$ cat src/rtl/dacTrigPkg.sv
package dacTrigPkg;
  localparam int ADDR_W = 3;

  localparam logic [ADDR_W-1:0] A_CFG   = 3'd0;
  localparam logic [ADDR_W-1:0] A_DIV0  = 3'd1;
  localparam logic [ADDR_W-1:0] A_DIV1  = 3'd2;
  localparam logic [ADDR_W-1:0] A_GAP0  = 3'd3;
  localparam logic [ADDR_W-1:0] A_GAP1  = 3'd4;
  localparam logic [ADDR_W-1:0] A_SWUPD = 3'd5;
  localparam logic [ADDR_W-1:0] A_STAT  = 3'd6;

  // Configuration word, packed MSB first: bit4 extFalling, bit3 ch1Follow,
  // bit2 ch0Ext, bits1:0 pacer enables.
  typedef struct packed {
    logic       extFalling;
    logic       ch1Follow;
    logic       ch0Ext;
    logic [1:0] pacerEn;
  } cfg_t;

  localparam int CFG_W = $bits(cfg_t);

  // Single-cycle strobes from control to datapath.
  typedef struct packed {
    logic [1:0] swHit;
    logic       extEdge;
    logic [1:0] errClr;
  } ctlStrb_t;
endpackage

$ cat src/rtl/dacPacer.sv
module dacPacer #(
  parameter int DIV_W = 34
) (
  input  logic             clk,
  input  logic             rstN,
  input  logic             en,
  input  logic [DIV_W-1:0] div,
  output logic             tick
);
  logic [DIV_W-1:0] cnt;
  logic [DIV_W-1:0] reload;

  // Divisors 0 and 1 both mean "every cycle".
  assign reload = (div == '0) ? '0 : div - DIV_W'(1);
  assign tick   = en && (cnt == '0);

  always_ff @(posedge clk or negedge rstN) begin
    if (!rstN) begin
      cnt <= '0;
    end else if (!en) begin
      cnt <= reload;          // idle pacer holds a full period
    end else if (cnt == '0) begin
      cnt <= reload;
    end else begin
      cnt <= cnt - DIV_W'(1);
    end
  end
endmodule

$ cat src/rtl/dacTrigCtrl.sv
module dacTrigCtrl
  import dacTrigPkg::*;
#(
  parameter int DIV_W = 34,
  parameter int GAP_W = 16
) (
  input  logic                        clk,
  input  logic                        rstN,
  input  logic                        wrEn,
  input  logic [ADDR_W-1:0]           wrAddr,
  input  logic [DIV_W-1:0]            wrData,
  input  logic [ADDR_W-1:0]           rdAddr,
  output logic [DIV_W-1:0]            rdData,
  input  logic                        extClk,
  input  logic [1:0]                  errFlag,
  output cfg_t                        cfg,
  output logic [1:0][DIV_W-1:0]       divVal,
  output logic [1:0][GAP_W-1:0]       gapVal,
  output ctlStrb_t                    strb
);
  logic [2:0] extPipe;
  logic       extNow;
  logic       extPrev;

  always_ff @(posedge clk or negedge rstN) begin
    if (!rstN) begin
      cfg    <= '0;
      divVal <= '0;
      gapVal <= '0;
    end else if (wrEn) begin
      case (wrAddr)
        A_CFG:  cfg       <= cfg_t'(wrData[CFG_W-1:0]);
        A_DIV0: divVal[0] <= wrData;
        A_DIV1: divVal[1] <= wrData;
        A_GAP0: gapVal[0] <= wrData[GAP_W-1:0];
        A_GAP1: gapVal[1] <= wrData[GAP_W-1:0];
        default: ;
      endcase
    end
  end

  // two synchronizing flops, then one more for edge history.
  always_ff @(posedge clk or negedge rstN) begin
    if (!rstN) extPipe <= '0;
    else       extPipe <= {extPipe[1:0], extClk};
  end

  assign extNow  = extPipe[1];
  assign extPrev = extPipe[2];

  always_comb begin
    strb.swHit   = (wrEn && wrAddr == A_SWUPD) ? wrData[1:0] : 2'b00;
    strb.errClr  = (wrEn && wrAddr == A_STAT)  ? wrData[1:0] : 2'b00;
    // polarity picks which transition counts.
    strb.extEdge = cfg.extFalling ? (extPrev & ~extNow) : (extNow & ~extPrev);
  end

  always_comb begin
    rdData = '0;
    case (rdAddr)
      A_CFG:   rdData[CFG_W-1:0] = cfg;
      A_DIV0:  rdData            = divVal[0];
      A_DIV1:  rdData            = divVal[1];
      A_GAP0:  rdData[GAP_W-1:0] = gapVal[0];
      A_GAP1:  rdData[GAP_W-1:0] = gapVal[1];
      A_STAT:  rdData[1:0]       = errFlag;
      default: rdData            = '0;
    endcase
  end
endmodule

$ cat src/rtl/dacTrigPath.sv
module dacTrigPath
  import dacTrigPkg::*;
#(
  parameter int DIV_W = 34,
  parameter int GAP_W = 16
) (
  input  logic                  clk,
  input  logic                  rstN,
  input  cfg_t                  cfg,
  input  logic [1:0][DIV_W-1:0] divVal,
  input  logic [1:0][GAP_W-1:0] gapVal,
  input  ctlStrb_t              strb,
  output logic [1:0]            updStrobe,
  output logic [1:0]            errFlag
);
  logic [1:0] pTick;
  logic       srcEvt0;
  logic       srcEvt1;
  logic [1:0] rawTrig;

  // asymmetric routing; channel 1 may follow channel 0's source event.
  assign srcEvt0 = cfg.ch0Ext    ? strb.extEdge : pTick[0];
  assign srcEvt1 = cfg.ch1Follow ? srcEvt0      : pTick[1];
  // coincident triggers merge into one request.
  assign rawTrig = {srcEvt1, srcEvt0} | strb.swHit;

  for (genvar g = 0; g < 2; g++) begin : gen_ch
    logic [GAP_W-1:0] gapCnt;
    logic             gapIdle;
    logic             strbQ;
    logic             errQ;

    dacPacer #(.DIV_W(DIV_W)) u_pacer (
      .clk  (clk),
      .rstN (rstN),
      .en   (cfg.pacerEn[g]),
      .div  (divVal[g]),
      .tick (pTick[g])
    );

    assign gapIdle = (gapCnt == '0);

    always_ff @(posedge clk or negedge rstN) begin
      if (!rstN) begin
        gapCnt <= '0;
        strbQ  <= 1'b0;
        errQ   <= 1'b0;
      end else begin
        strbQ <= rawTrig[g] & gapIdle;
        if (rawTrig[g] && gapIdle) gapCnt <= gapVal[g];
        else if (!gapIdle)         gapCnt <= gapCnt - GAP_W'(1);
        // drop sets, write-one clears, set wins.
        errQ <= (rawTrig[g] & ~gapIdle) | (errQ & ~strb.errClr[g]);
      end
    end

    assign updStrobe[g] = strbQ;
    assign errFlag[g]   = errQ;
  end
endmodule

$ cat src/rtl/dacTrigCtl.sv
module dacTrigCtl
  import dacTrigPkg::*;
#(
  parameter int DIV_W = 34,
  parameter int GAP_W = 16
) (
  input  logic              clk,
  input  logic              rstN,
  input  logic              wrEn,
  input  logic [ADDR_W-1:0] wrAddr,
  input  logic [DIV_W-1:0]  wrData,
  input  logic [ADDR_W-1:0] rdAddr,
  output logic [DIV_W-1:0]  rdData,
  input  logic              extClk,
  output logic [1:0]        updStrobe
);
  cfg_t                  cfg;
  logic [1:0][DIV_W-1:0] divVal;
  logic [1:0][GAP_W-1:0] gapVal;
  ctlStrb_t              strb;
  logic [1:0]            errFlag;

  dacTrigCtrl #(.DIV_W(DIV_W), .GAP_W(GAP_W)) u_ctrl (
    .clk     (clk),
    .rstN    (rstN),
    .wrEn    (wrEn),
    .wrAddr  (wrAddr),
    .wrData  (wrData),
    .rdAddr  (rdAddr),
    .rdData  (rdData),
    .extClk  (extClk),
    .errFlag (errFlag),
    .cfg     (cfg),
    .divVal  (divVal),
    .gapVal  (gapVal),
    .strb    (strb)
  );

  dacTrigPath #(.DIV_W(DIV_W), .GAP_W(GAP_W)) u_path (
    .clk       (clk),
    .rstN      (rstN),
    .cfg       (cfg),
    .divVal    (divVal),
    .gapVal    (gapVal),
    .strb      (strb),
    .updStrobe (updStrobe),
    .errFlag   (errFlag)
  );
endmodule

$ cat config.mk
export PLATFORM = sky130hd
export DESIGN_NAME = dacTrigCtl
export DESIGN_NICKNAME = d
export VERILOG_FILES = /design/src/rtl/dacTrigPkg.sv /design/src/rtl/dacPacer.sv /design/src/rtl/dacTrigCtrl.sv /design/src/rtl/dacTrigPath.sv /design/src/rtl/dacTrigCtl.sv
export SDC_FILE = /design/constraint.sdc
export NUM_CORES = 1
export LEC_CHECK = 0
export BUFFER_PORTS_ARGS = -buffer_cell sky130_fd_sc_hd__buf_2
export CORE_MARGIN = 4
export CORE_UTILIZATION = 55
export DETAILED_ROUTE_END_ITERATION = 7
export HOLD_SLACK_MARGIN = 0.08
export PLACE_DENSITY = 0.77
export SLEW_MARGIN = 40
export SYNTH_ARGS = -nofsm -noshare
export SYNTH_HDL_FRONTEND = slang
export SYNTH_SLANG_ARGS = --single-unit
$ cat constraint.sdc
create_clock -name clk -period 2.5 [get_ports clk]
set_input_delay 0.125 -clock clk [delete_from_list [all_inputs] [get_ports clk]]
set_output_delay 0.125 -clock clk [all_outputs]
set_load 0.03 [all_outputs]
## Word level (Yosys, flattened, before mapping)

Index checks and enable logic that the tools add are counted.

| word-level totals | value |
|---|---|
| bits in registers | 212 |
| input port bits | 44 |
| word-level logic and storage cells | 91 |

| cells by class | value |
|---|---|
| $add $sub $neg | 6 |
| eq/ne operators | 13 |
| muxes and demuxes | 19 |
| bitwise gates (word level) | 17 |
| reductions and logical operators | 19 |

Operator list:

| kind | count |
|---|---|
| 34-bit 2-to-1 mux | 6 |
| 34-bit zero test | 4 |
| 34-bit by 1-bit subtractor with 34-bit output, second input constant | 4 |
| 16-bit 2-to-1 mux | 4 |
| 11-bit case mux with 4 select lines | 1 |
| 18-bit case mux with 2 select lines | 1 |
| 16-bit zero test | 2 |
| 16-bit by 1-bit subtractor with 16-bit output, second input constant | 2 |
| 3-bit == test, second input constant | 5 |
| 3-bit case mux with 5 select lines | 1 |
| 3-bit by 2-bit == test with 1-bit output, second input constant | 4 |
| 2-bit case mux with 6 select lines | 1 |
| 2-bit AND reduction | 5 |
| 1-bit bitwise AND | 8 |
| 3-bit by 1-bit == test with 1-bit output, second input constant | 2 |
| 1-bit logical AND | 6 |
| 3-bit zero test | 2 |
| 1-bit NOT | 6 |
| 2-bit 2-to-1 mux | 2 |
| 2-bit inequality test, second input constant | 2 |
| 1-bit 2-to-1 mux | 3 |
| 1-bit OR | 2 |
| 2-bit OR | 1 |

## Depth between registers and ports, before layout

Gate-level depths: netlist of the first run.

| logic depth | value |
|---|---|
| word-level depth | 8 |
| mapped depth | 9 |
| depth with buffers taken out | 8 |

## Modules after synthesis

A second synthesis of the first run with hierarchy kept.

| unflattened totals | value |
|---|---|
| cells, all modules | 1186 |
| area total of the unflattened synthesis | 12274.3 um2 |

Modules (own cells, without submodules):

| module | times used | cells an instance | area an instance (um2) |
|---|---|---|---|
| dacTrigCtrl | 1 | 324 | 4760.8 |
| dacPacer (u_path.gen_ch[1].u_pacer) | 1 | 326 | 2752.6 |
| dacPacer (u_path.gen_ch[0].u_pacer) | 1 | 323 | 2737.6 |
| dacTrigPath | 1 | 213 | 2023.2 |

## Worst setup path before layout of the first run

OpenSTA, ideal clock, no wires.

| path | value |
|---|---|
| path type | register to register |
| start | register u_ctrl.divVal[13] in the netlist's numbering |
| end | register u_path.gen_ch[0].u_pacer.cnt[28] |
| setup time | 0.065 ns |
| arrival | 2.646 ns |
| required time | 2.435 ns |
| slack | -0.211 ns |
| cell stages (with the launch flop) | 8 |
| period minus slack after synthesis | 2.711 ns |
| cell sequence | dfrtp_1 -> or4_4 -> or4_4 -> or3_1 -> buf_2 -> or4b_1 -> nand3_1 -> o21a_1 |

| on the way | value |
|---|---|
| longest elaborated chain between the ends | 4 |
| elaborated cells between the ends (all ways) | 5 |

RTL lines:

| what | line | RTL |
|---|---|---|
| from (decl) | dacTrigCtrl.sv:17 | `output logic [1:0][DIV_W-1:0] divVal,` |
| 34-bit by 1-bit subtractor with 34-bit output or 34-bit zero test (tied branches) | dacPacer.sv:14 | `assign reload = (div == '0) ? '0 : div - DIV_W'(1);` |
| 34-bit 2-to-1 mux (*) | dacPacer.sv:14 |  |
| 34-bit 2-to-1 mux | dacPacer.sv:22 | `end else if (cnt == '0) begin` |
| 34-bit 2-to-1 mux (*) | dacPacer.sv:20 | `end else if (!en) begin` |
| to (signal assigned) | dacPacer.sv:21 | `cnt <= reload;` |
| to (signal assigned) | dacPacer.sv:23 | `cnt <= reload;` |
| to (signal assigned) | dacPacer.sv:25 | `cnt <= cnt - DIV_W'(1);` |
| to (decl) | dacPacer.sv:10 | `logic [DIV_W-1:0] cnt;` |

Mark *: on every way between the ends. The rest lies on a longest branch, timed or not.
A chain may end at the register's enable or synchronous reset.

## Worst setup path after layout of the first run

| path | value |
|---|---|
| start | register u_ctrl.divVal[7] in the netlist's numbering |
| end | register u_path.gen_ch[0].u_pacer.cnt[28] |

The elaborated chain is that of the path after synthesis.

==> impl_metrics.py, run 1 <==
metrics = {
    "critical_path": {
        "cp.required_ps": 2960,
        "path_max_fanout": 7,
        "arrival_ps": 3060,
        "critPathKind": "reg -> reg",
        "start_kind": "register",
        "worst_setup_path_end_kind": "register",
    },
    "synthesis": {
        "syn_avg_cell_area_sq_um": 10.50,
        "seq_area_frac_synth_pct": 46.21,
        "synthTopCellsByArea": "dfrtp_1 46%, mux2_2 11%, xnor2_1 5.6%",
        "post-synth-top-area-cell": "dfrtp_1",
        "synth_compound_area_share_pct": 11.33,
        "ys.flop_type": "dfrtp_1",
        "synthArstFlopShare_pct": 100.0,
        "ys_ff_latch": 212,
        "synthMuxAreaShare_pct": 12.96,
        "netlist_area_sq_um": 11480,
        "yosys.area_share.xor_xnor_pct": 9.688,
        "yosys.cell_types.count": 63,
        "syn-instance-count": 1093,
        "synth-edff-count": 0,
        "synth_nets": 1143,
        "synthSimpleGateAreaFrac_pct": 17.03,
        "synth_top_family_by_area": "simple AND/OR/NAND/NOR gates",
        "netlist.area_leader.share_pct": 46.21,
        "synth_adder_area_share_pct": 0.6539,
        "yosysWarningCount": 0,
    },
    "global_routing": {
        "grt_max_degree": 64,
        "grt_overflow": 0,
        "grt.met1_usage_pct": 37.69,
        "grt_busiest_layer": "met2",
        "antenna_found_initial": 0,
        "grt_usage_pct": 27.80,
        "met2_usage_pct": 45.34,
        "met3_usage_pct": 5.907,
        "first_global_vias": 9902,
        "grt_pass1_wl_microns": 53100,
    },
    "final_layout": {
        "fin_nets": 1382,
        "utilization_pct": 72.70,
        "fin_area_sq_um": 14810,
        "syn2layout_area_growth_pct": 28.96,
        "drive_above_1_share_pct": 32.86,
        "diodes": 0,
    },
    "cts": {
        "cts_max_level": 1,
        "clock_latency_ps": 530,
        "cts_buffer_depth": 3,
        "cts_tree": "yes",
        "clk_pin_slew_ps": 60,
        "cts_root_buf": "clkbuf_16",
        "cts_buffers": 24,
        "cts_num_sinks": 212,
    },
    "route": {
        "drt_iter0_drc": 787,
        "vias": 9941,
        "drtAntennaViolNets": 0,
        "viasPerCell": 6.144,
        "wire_per_inst_microns": 20.84,
        "dr.pass1.iters": 5,
        "post-route-drc-count": 0,
        "routed_wl_microns": 33720,
    },
    "power_and_ir_drop": {
        "ir_drop_mv": 0.7408,
        "p_per_area_nw_per_um2": 864.1,
        "p_leak_nw": 6.085,
    },
    "placement": {
        "preCtsSetupSlack_ps": -167.5,
        "io_buffer_count": 79,
        "placed_area_sq_um": 13180,
        "gp_congestion": 0.9375,
        "hpwl_microns": 23010,
    },
    "floorplan": {
        "fp-row-count": 52,
        "die_area_sq_um": 23250,
        "fp.coreArea_sq_um": 20360,
        "dieHeight_microns": 152.5,
        "io_pins": 80,
        "start_util_pct": 56.38,
        "die_x_microns": 152.5,
    },
    "sta": {
        "relSlewSlack_pct": 54.41,
        "fin_ws_ps": -104.6,
        "rsz0062_at_grt": "true",
        "setup_violations": 19,
        "period_minus_slack_ps": 2605,
        "layout_worst_path_cycle_share_pct": 104.2,
        "clock-skew-final_ps": 14.54,
        "drv_slew": 0,
        "worst_pin_slew_ps": 681.4,
        "final_hold_viol_count": 0,
        "fmax_mhz": 383.9,
    },
    "run_status": {
        "violations": "negative setup slack",
        "status": "complete, but fails checks",
    },
    "run": {
        "drv_cap": 0,
    },
    "hold_path": {
        "hold_class": "in -> reg",
    },
}
[cell usage after synthesis, types with 5 or more instances]
| cell | number |
|---|---|
| a22oi_1 | 9 |
| or3_1 | 15 |
| dfrtp_1 | 212 |
| nand3b_1 | 11 |
| a22o_1 | 30 |
| nand2b_1 | 7 |
| o22ai_1 | 54 |
| xor2_1 | 53 |
| xnor2_1 | 74 |
| mux2i_1 | 17 |
| nor2b_1 | 10 |
| o21ai_0 | 38 |
| clkbuf_1 | 32 |
| or4_1 | 26 |
| a21oi_1 | 19 |
| nand3_1 | 13 |
| nor3_1 | 38 |
| mux2_2 | 111 |
| nor3b_1 | 11 |
| nor2_1 | 89 |
| buf_2 | 6 |
| ha_1 | 6 |
| inv_1 | 17 |
| nand4_1 | 5 |
| nand2_1 | 77 |
| nor4_1 | 33 |
[state kept, by name, indices dropped and copies added (netlist names)]
name,flops
u_ctrl.cfg,5
u_ctrl.divVal,68
u_ctrl.extPipe,3
u_ctrl.gapVal,32
u_path.gen_ch.u_pacer.cnt,68
u_path.gen_ch.gapCnt,32
u_path.gen_ch.strbQ,2
u_path.gen_ch.errQ,2
[stage by stage]
stage	cells	total power [W]	setup TNS, ps	hold slack [ps]
floorplan	1093	0.007178	-74.73	-170.6
global placement	1532	0.008613	-1324	151.6
finish	1618	0.01279	-422.0	116.1
global route	1618	0.01340	-4716	172.8
CTS	1614	0.01262	-55.15	102.0
detailed placement	1532	0.008730	-4115	152.4
[cells by family after synthesis]
| kind of cell | Yosys count |
|---|---|
| and+or+nand+nor | 366 |
| DFF | 212 |
| AOI/OAI and AO/OA | 190 |
| muxes | 131 |
| xor gates and xnor gates | 127 |
| buffers and inverters | 61 |
| adders and majority gates | 6 |
[repair_timing]
action	in CTS	in global routing
setup buffers	4	5
endpoints found under the hold margin	260	0
gates resized for setup	26	60
hold buffers	36	0
endpoints found under the setup margin	75	103
pin swaps	4	31
[cell type report]
cell class                 instances  area, sq um
clock buffer                      37        749.5
inverter                          17        63.81
fill                            1401         5559
multi-input combinational        820         6305
clock inverter                     5        90.09
sequential                       212         5305
timing repair buffer             257         1954
tap                              270        337.8
[metal layers]
| layer | part of all wire (%) | up-vias |
|---|---|---|
| met5 | 0 | - |
| li1 | - | 4499 |
| met4 | 2.9 | 0 |
| met3 | 8.0 | 72 |
| met1 | 41 | 4917 |
| met2 | 48 | 453 |
[final timing paths]
| check | start | end | slack, ps | cells past startpoint |
|---|---|---|---|---|
| min in group asynchronous | rstN | u_path.gen_ch[1].u_pacer.cnt[27]$_DFF_PN0_ | 160 | 2 |
| worst min-delay path | wrEn | u_path.gen_ch[0].errQ$_DFF_PN0_ | 120 | 5 |
| worst max-delay path | u_ctrl.divVal[7]$_DFFE_PN0P_ | u_path.gen_ch[0].u_pacer.cnt[28]$_DFF_PN0_ | -100 | 6 |
| max in group asynchronous | rstN | u_path.gen_ch[0].u_pacer.cnt[16]$_DFF_PN0_ | 1610 | 3 |
| worst max register to register | u_ctrl.divVal[7]$_DFFE_PN0P_ | u_path.gen_ch[0].u_pacer.cnt[28]$_DFF_PN0_ | -100 | 6 |
| worst min register to register | u_ctrl.extPipe[0]$_DFF_PN0_ | u_ctrl.extPipe[1]$_DFF_PN0_ | 350 | 0 |
[critical path: stages, from the launching register on]
cell and delay (ps):
dfrtp_1 390, or4_4 540, or4_4 530, or3_4 380
or4b_1 470, nand3_1 100, o21a_1 120
[layout by cell type, fill, tap and decap left out, types with 16 or more instances in the layout]
cell type / n
o22ai_1: 46
clkbuf_16: 24
buf_4: 123
dfrtp_1: 212
dlygate4sd3_1: 36
mux2_2: 111
xnor2_1: 74
mux2i_1: 17
o21ai_0: 24
o21ai_1: 16
xor2_1: 52
nand2_1: 77
or4_1: 21
buf_2: 78
nor2_1: 85
a22o_1: 30
nor4_1: 25
nor3_1: 34
[where the power goes]
part | internal (W) | switching [W] | leakage, nW
Clock | 0.00226 | 0.00143 | 0.414
Sequential | 0.00426 | 0.000862 | 2.52
Combinational | 0.00199 | 0.00199 | 3.15
(Power assumes the default switching activity.)
==> run 2: changes to the inputs <==
Clock period 2.5 ns to 2.15 ns, I/O delays scaled along.
==> run 2 against run 1 <==
Against the previous run: the run still ends with negative setup slack left; sequential power up 15%; first-iteration DRC count up 30%; clock skew up 9.5 ps; sequential share of layout area fell by 3.4 points; register-to-register slack got worse by 400 ps; non-clock buffer count up 105; critical path type unchanged; largest cell class unchanged; largest power group is now combinational cells; highest routed layer unchanged.
==> impl_metrics.py, run 2 (synthesis results as in run 1) <==
metrics = {
    "power_and_ir_drop": {
        "ir_drop_mv": 0.7825,
        "power_w": 0.01642,
        "p_per_area_nw_per_um2": 1003,
        "p_leak_nw": 6.826,
    },
    "critical_path": {
        "reg2regPathDepth": 6,
        "startpoint": "u_ctrl.divVal[22]$_DFFE_PN0P_",
        "critPathKind": "reg -> reg",
        "start_kind": "register",
        "reg2reg_from": "u_ctrl.divVal[22]$_DFFE_PN0P_",
        "worst_setup_path_end_kind": "register",
        "path_max_fanout": 4,
        "arrival_ps": 3120,
        "cp.required_ps": 2620,
    },
    "route": {
        "post-route-drc-count": 0,
        "drtAntennaViolNets": 0,
        "drt_iter0_drc": 1020,
        "viasPerCell": 6.323,
        "vias": 10920,
        "dr.pass1.iters": 7,
        "routed_wl_microns": 40120,
        "wire_per_inst_microns": 23.23,
    },
    "cts": {
        "cts_max_level": 1,
        "cts_buffers": 25,
        "cts_root_buf": "clkbuf_16",
        "clock_latency_ps": 540,
        "cts_tree": "yes",
        "cts_num_sinks": 212,
        "clk_pin_slew_ps": 60,
        "cts_buffer_depth": 3,
    },
    "final_layout": {
        "layout_common_cells": "212 x dfrtp_1, 204 x buf_4, 110 x mux2_2",
        "utilization_pct": 80.38,
        "fin_nets": 1488,
        "syn2layout_area_growth_pct": 42.57,
        "diodes": 0,
        "drive_above_1_share_pct": 44.61,
        "final_common_cell": "dfrtp_1",
        "largestRegisters": "u_ctrl.divVal: 68 flops, u_path.gen_ch.u_pacer.cnt: 68 flops",
        "fillers": 1085,
        "fin_area_sq_um": 16370,
    },
    "sta": {
        "worst_hold_slack_ps": 134.1,
        "drv_slew": 0,
        "clock-skew-final_ps": 24.08,
        "period_minus_slack_ps": 2654,
        "layout_worst_path_cycle_share_pct": 123.4,
        "fin_ws_ps": -503.9,
        "final_hold_viol_count": 0,
        "fmax_mhz": 376.8,
        "setup_violations": 104,
        "relSlewSlack_pct": 61.66,
        "rsz0062_at_grt": "true",
        "worst_pin_slew_ps": 575.1,
    },
    "placement": {
        "preCtsSetupSlack_ps": -448.1,
        "gp_congestion": 0.9269,
        "placed_area_sq_um": 13980,
        "hpwl_microns": 24310,
        "io_buffer_count": 79,
    },
    "floorplan": {
        "die_area_sq_um": 23250,
        "start_util_pct": 56.38,
        "fp-row-count": 52,
        "dieHeight_microns": 152.5,
        "io_pins": 80,
        "fp.coreArea_sq_um": 20360,
        "die_x_microns": 152.5,
    },
    "global_routing": {
        "grt_max_degree": 70,
        "met2_usage_pct": 54.55,
        "grt_busiest_layer": "met2",
        "antenna_found_initial": 0,
        "met3_usage_pct": 5.567,
        "grt_overflow": 0,
        "grt_pass1_wl_microns": 60030,
        "grt.met1_usage_pct": 40.55,
        "grt_usage_pct": 31.82,
        "first_global_vias": 11130,
    },
    "run_status": {
        "violations": "negative setup slack",
        "status": "complete, but fails checks",
    },
    "hold_path": {
        "hold_class": "in -> async",
    },
    "run": {
        "drv_cap": 0,
    },
}
-- run 2: where the power goes --
group	switching, W	internal (W)
Clock	0.00175	0.00253
Sequential	0.000937	0.00495
Combinational	0.00311	0.00314
-- run 2: cell type report --
cell class              count  area, sq um  area share (%)
flip-flops and latches    212         5305           32.41
clock buffers              34        699.4           4.273
inverters                  17        63.81          0.3898
repair buffers            362         2883           17.61
multi-input cells         820         6949           42.46
clock inverters            12        130.1          0.7950
well taps                 270        337.8           2.064
-- run 2: per-layer routing --
layer,part of all wire [%],vias to the layer above
met4,4.4,0
met3,7.3,137
met5,0,-
li1,-,4725
met1,38,5474
met2,50,584
-- run 2: final timing paths --
kind	endpoint	slack, ps
min	u_path.gen_ch[0].u_pacer.cnt[27]$_DFF_PN0_	130
min in group clk	u_path.gen_ch[0].errQ$_DFF_PN0_	140
min reg2reg	u_ctrl.extPipe[1]$_DFF_PN0_	360
max reg2reg	u_path.gen_ch[0].u_pacer.cnt[28]$_DFF_PN0_	-500
max in group asynchronous	u_ctrl.divVal[51]$_DFFE_PN0P_	1270
max	u_path.gen_ch[0].u_pacer.cnt[28]$_DFF_PN0_	-500
-- run 2: worst max-delay path: stages, from the launching register on --
cell and delay (ps):
dfrtp_1 400, or4_4 560, or4_4 510, or3_4 390, or4b_1 510, nand3_1 110, o21a_1 120
-- run 2: repair_timing --
item                                    4_1_cts  5_1_grt
resized for setup                           122       80
pin swaps                                    52       42
gates cloned                                  4        3
endpoints found under the setup margin      103      104
hold endpoints to repair                    320        0
hold buffers                                 36        0
setup buffers                                22       10
-- run 2: through the flow --
| step | TNS [ps] | instances |
|---|---|---|
| 5_1_grt | -39960 | 1727 |
| 3_3_place_gp | -17610 | 1613 |
| 4_1_cts | -18580 | 1719 |
| 2_1_floorplan | -14060 | 1093 |
| 3_5_place_dp | -21760 | 1613 |
| 6_report | -33500 | 1727 |
==> run 3: changes to the inputs <==
Settings changed: MAX_ROUTING_LAYER set to met4, PLACE_DENSITY 0.77 to 0.74.
==> run 3 against run 2 <==
Against the previous run: fmax is 3.9% higher; highest routed layer unchanged; critical path depth is 2 higher; clock power down 4.9%; largest cell class unchanged; the run still ends with negative setup slack left.
==> impl_metrics.py, run 3 (synthesis results as in run 1) <==
metrics = {
    "run_status": {
        "status": "complete, but fails checks",
        "violations": "negative setup slack",
    },
    "sta": {
        "relSlewSlack_pct": 56.05,
        "worst_pin_slew_ps": 659.2,
        "clock-skew-final_ps": 12.52,
        "final_hold_viol_count": 0,
        "fmax_mhz": 391.5,
        "rsz0062_at_grt": "true",
        "period_minus_slack_ps": 2554,
        "drv_slew": 0,
        "layout_worst_path_cycle_share_pct": 118.8,
        "fin_ws_ps": -404.5,
        "setup_violations": 104,
    },
    "critical_path": {
        "reg2reg_slack_ps": -400,
        "worst_setup_path_end_kind": "register",
        "arrival_ps": 2950,
        "reg2regPathDepth": 8,
        "start_kind": "register",
        "cp.required_ps": 2550,
        "reg2reg_from": "u_ctrl.divVal[52]$_DFFE_PN0P_",
        "critPathKind": "reg -> reg",
        "path_max_fanout": 5,
        "rr_endpoint": "u_path.gen_ch[1].u_pacer.cnt[13]$_DFF_PN0_",
    },
    "floorplan": {
        "dieHeight_microns": 152.5,
        "fp-row-count": 52,
        "die_x_microns": 152.5,
        "start_util_pct": 56.38,
        "io_pins": 80,
        "die_area_sq_um": 23250,
        "fp.coreArea_sq_um": 20360,
    },
    "global_routing": {
        "grt_max_degree": 79,
        "first_global_vias": 10700,
        "grt_pass1_wl_microns": 57340,
        "antenna_found_initial": 0,
        "grt_usage_pct": 31.23,
        "grt_overflow": 0,
    },
    "run": {
        "drv_cap": 0,
    },
    "route": {
        "routed_wl_microns": 37130,
        "post-route-drc-count": 0,
        "vias": 10350,
        "viasPerCell": 6.060,
        "wire_per_inst_microns": 21.74,
        "drtAntennaViolNets": 0,
        "dr.pass1.iters": 4,
        "drt_iter0_drc": 800,
    },
    "final_layout": {
        "diodes": 0,
        "fin_nets": 1472,
        "final_common_cell": "dfrtp_1",
        "syn2layout_area_growth_pct": 39.88,
        "fillers": 1189,
        "multi_input_area_sq_um": 6743,
        "register_area_sq_um": 5305,
        "largestRegisters": "u_ctrl.divVal: 68 flops, u_path.gen_ch.u_pacer.cnt: 68 flops",
        "drive_above_1_share_pct": 41.52,
        "layout_common_cells": "212 x dfrtp_1, 196 x buf_4, 110 x mux2_2",
    },
    "hold_path": {
        "hold_class": "in -> reg",
        "worstHoldStart": "wrAddr[2]",
        "hold_path_end": "u_path.gen_ch[0].errQ$_DFF_PN0_",
        "hold_depth": 5,
    },
    "cts": {
        "cts_root_buf": "clkbuf_16",
        "cts_num_sinks": 212,
        "clock_latency_ps": 520,
        "clk_pin_slew_ps": 60,
        "cts_buffers": 24,
        "cts_max_level": 1,
        "cts_buffer_depth": 3,
        "cts_tree": "yes",
    },
    "power_and_ir_drop": {
        "ir_drop_mv": 0.6405,
        "p_per_area_nw_per_um2": 985.4,
        "p_leak_nw": 6.677,
        "power_w": 0.01582,
    },
    "placement": {
        "hpwl_microns": 24120,
        "preCtsSetupSlack_ps": -487.1,
        "io_buffer_count": 79,
        "gp_congestion": 0.9263,
    },
}
run 3: cell count changes in the layout (fill, tap and decap cells not counted), sizes merged:
| cell | delta |
|---|---|
| clkinvlp | -2 |
| buf | -13 |
| inv | -1 |
| clkinv | -5 |
| clkbuf | +4 |
| bufinv | -2 |
run 3: critical path, cell delays in order (launching register included):
cell,delay (ps)
dfrtp_1,380
or4_4,540
or4_4,560
nor4_4,270
nand2_2,170
nand2_4,180
buf_12,130
buf_12,120
o22ai_2,70
run 3: worst max path at each step:
stage	from	to	depth (start not counted)
after CTS	u_ctrl.divVal[23]$_DFFE_PN0P_	u_path.gen_ch[0].u_pacer.cnt[28]$_DFF_PN0_	6
final	u_ctrl.divVal[52]$_DFFE_PN0P_	u_path.gen_ch[1].u_pacer.cnt[13]$_DFF_PN0_	8
after detailed placement	u_ctrl.divVal[22]$_DFFE_PN0P_	u_path.gen_ch[0].u_pacer.cnt[30]$_DFF_PN0_	7
after global routing	u_ctrl.divVal[52]$_DFFE_PN0P_	u_path.gen_ch[1].u_pacer.cnt[13]$_DFF_PN0_	8
after floorplan	u_ctrl.divVal[22]$_DFFE_PN0P_	u_path.gen_ch[0].u_pacer.cnt[28]$_DFF_PN0_	7
after global placement	u_ctrl.divVal[22]$_DFFE_PN0P_	u_path.gen_ch[0].u_pacer.cnt[30]$_DFF_PN0_	7
run 3: metal layers:
layer  vias up  share of wire [%]  global-route usage, %
li1       4669                  -                      -
met5         -                  0                      -
met2       440                 50                  51.35
met1      5144                 39                  39.14
met4         0                3.5                  10.27
met3        97                7.5                  6.220
run 3: final cells by class:
class	count	share of cell area, %
multi-input combinational	820	41.99
sequential	212	33.03
timing repair buffer	347	17.61
clock buffer	40	4.807
tap	270	2.104
inverter	17	0.3973
clock inverter	2	0.06233
run 3: what timing repair did:
item	CTS	global route
buffers inserted	15	12
hold endpoints to repair	274	0
pin swaps	41	29
hold buffers	36	0
gates cloned	5	0
resized for setup	83	65
setup endpoints to repair	102	105
run 3: report_power, final:
part	leakage [nW]	total (W)	switching (W)	internal (W)
Clock	0.388	0.00408	0.00166	0.00242
Combinational	3.77	0.00593	0.00290	0.00303
Sequential	2.52	0.00581	0.000860	0.00495
run 3: metrics by stage:
step	util (%)	hold WS (ps)	TNS (ps)	instances	cell area, sq um
final	78.86	174.0	-28490	1708	16060
after global routing	78.86	184.6	-35270	1708	16060
after CTS	76.99	132.0	-23170	1701	15680
after detailed placement	68.62	145.8	-21960	1604	13970
after global placement	68.62	145.2	-17550	1604	13970
after floorplan	-	-188.1	-14060	1093	11770
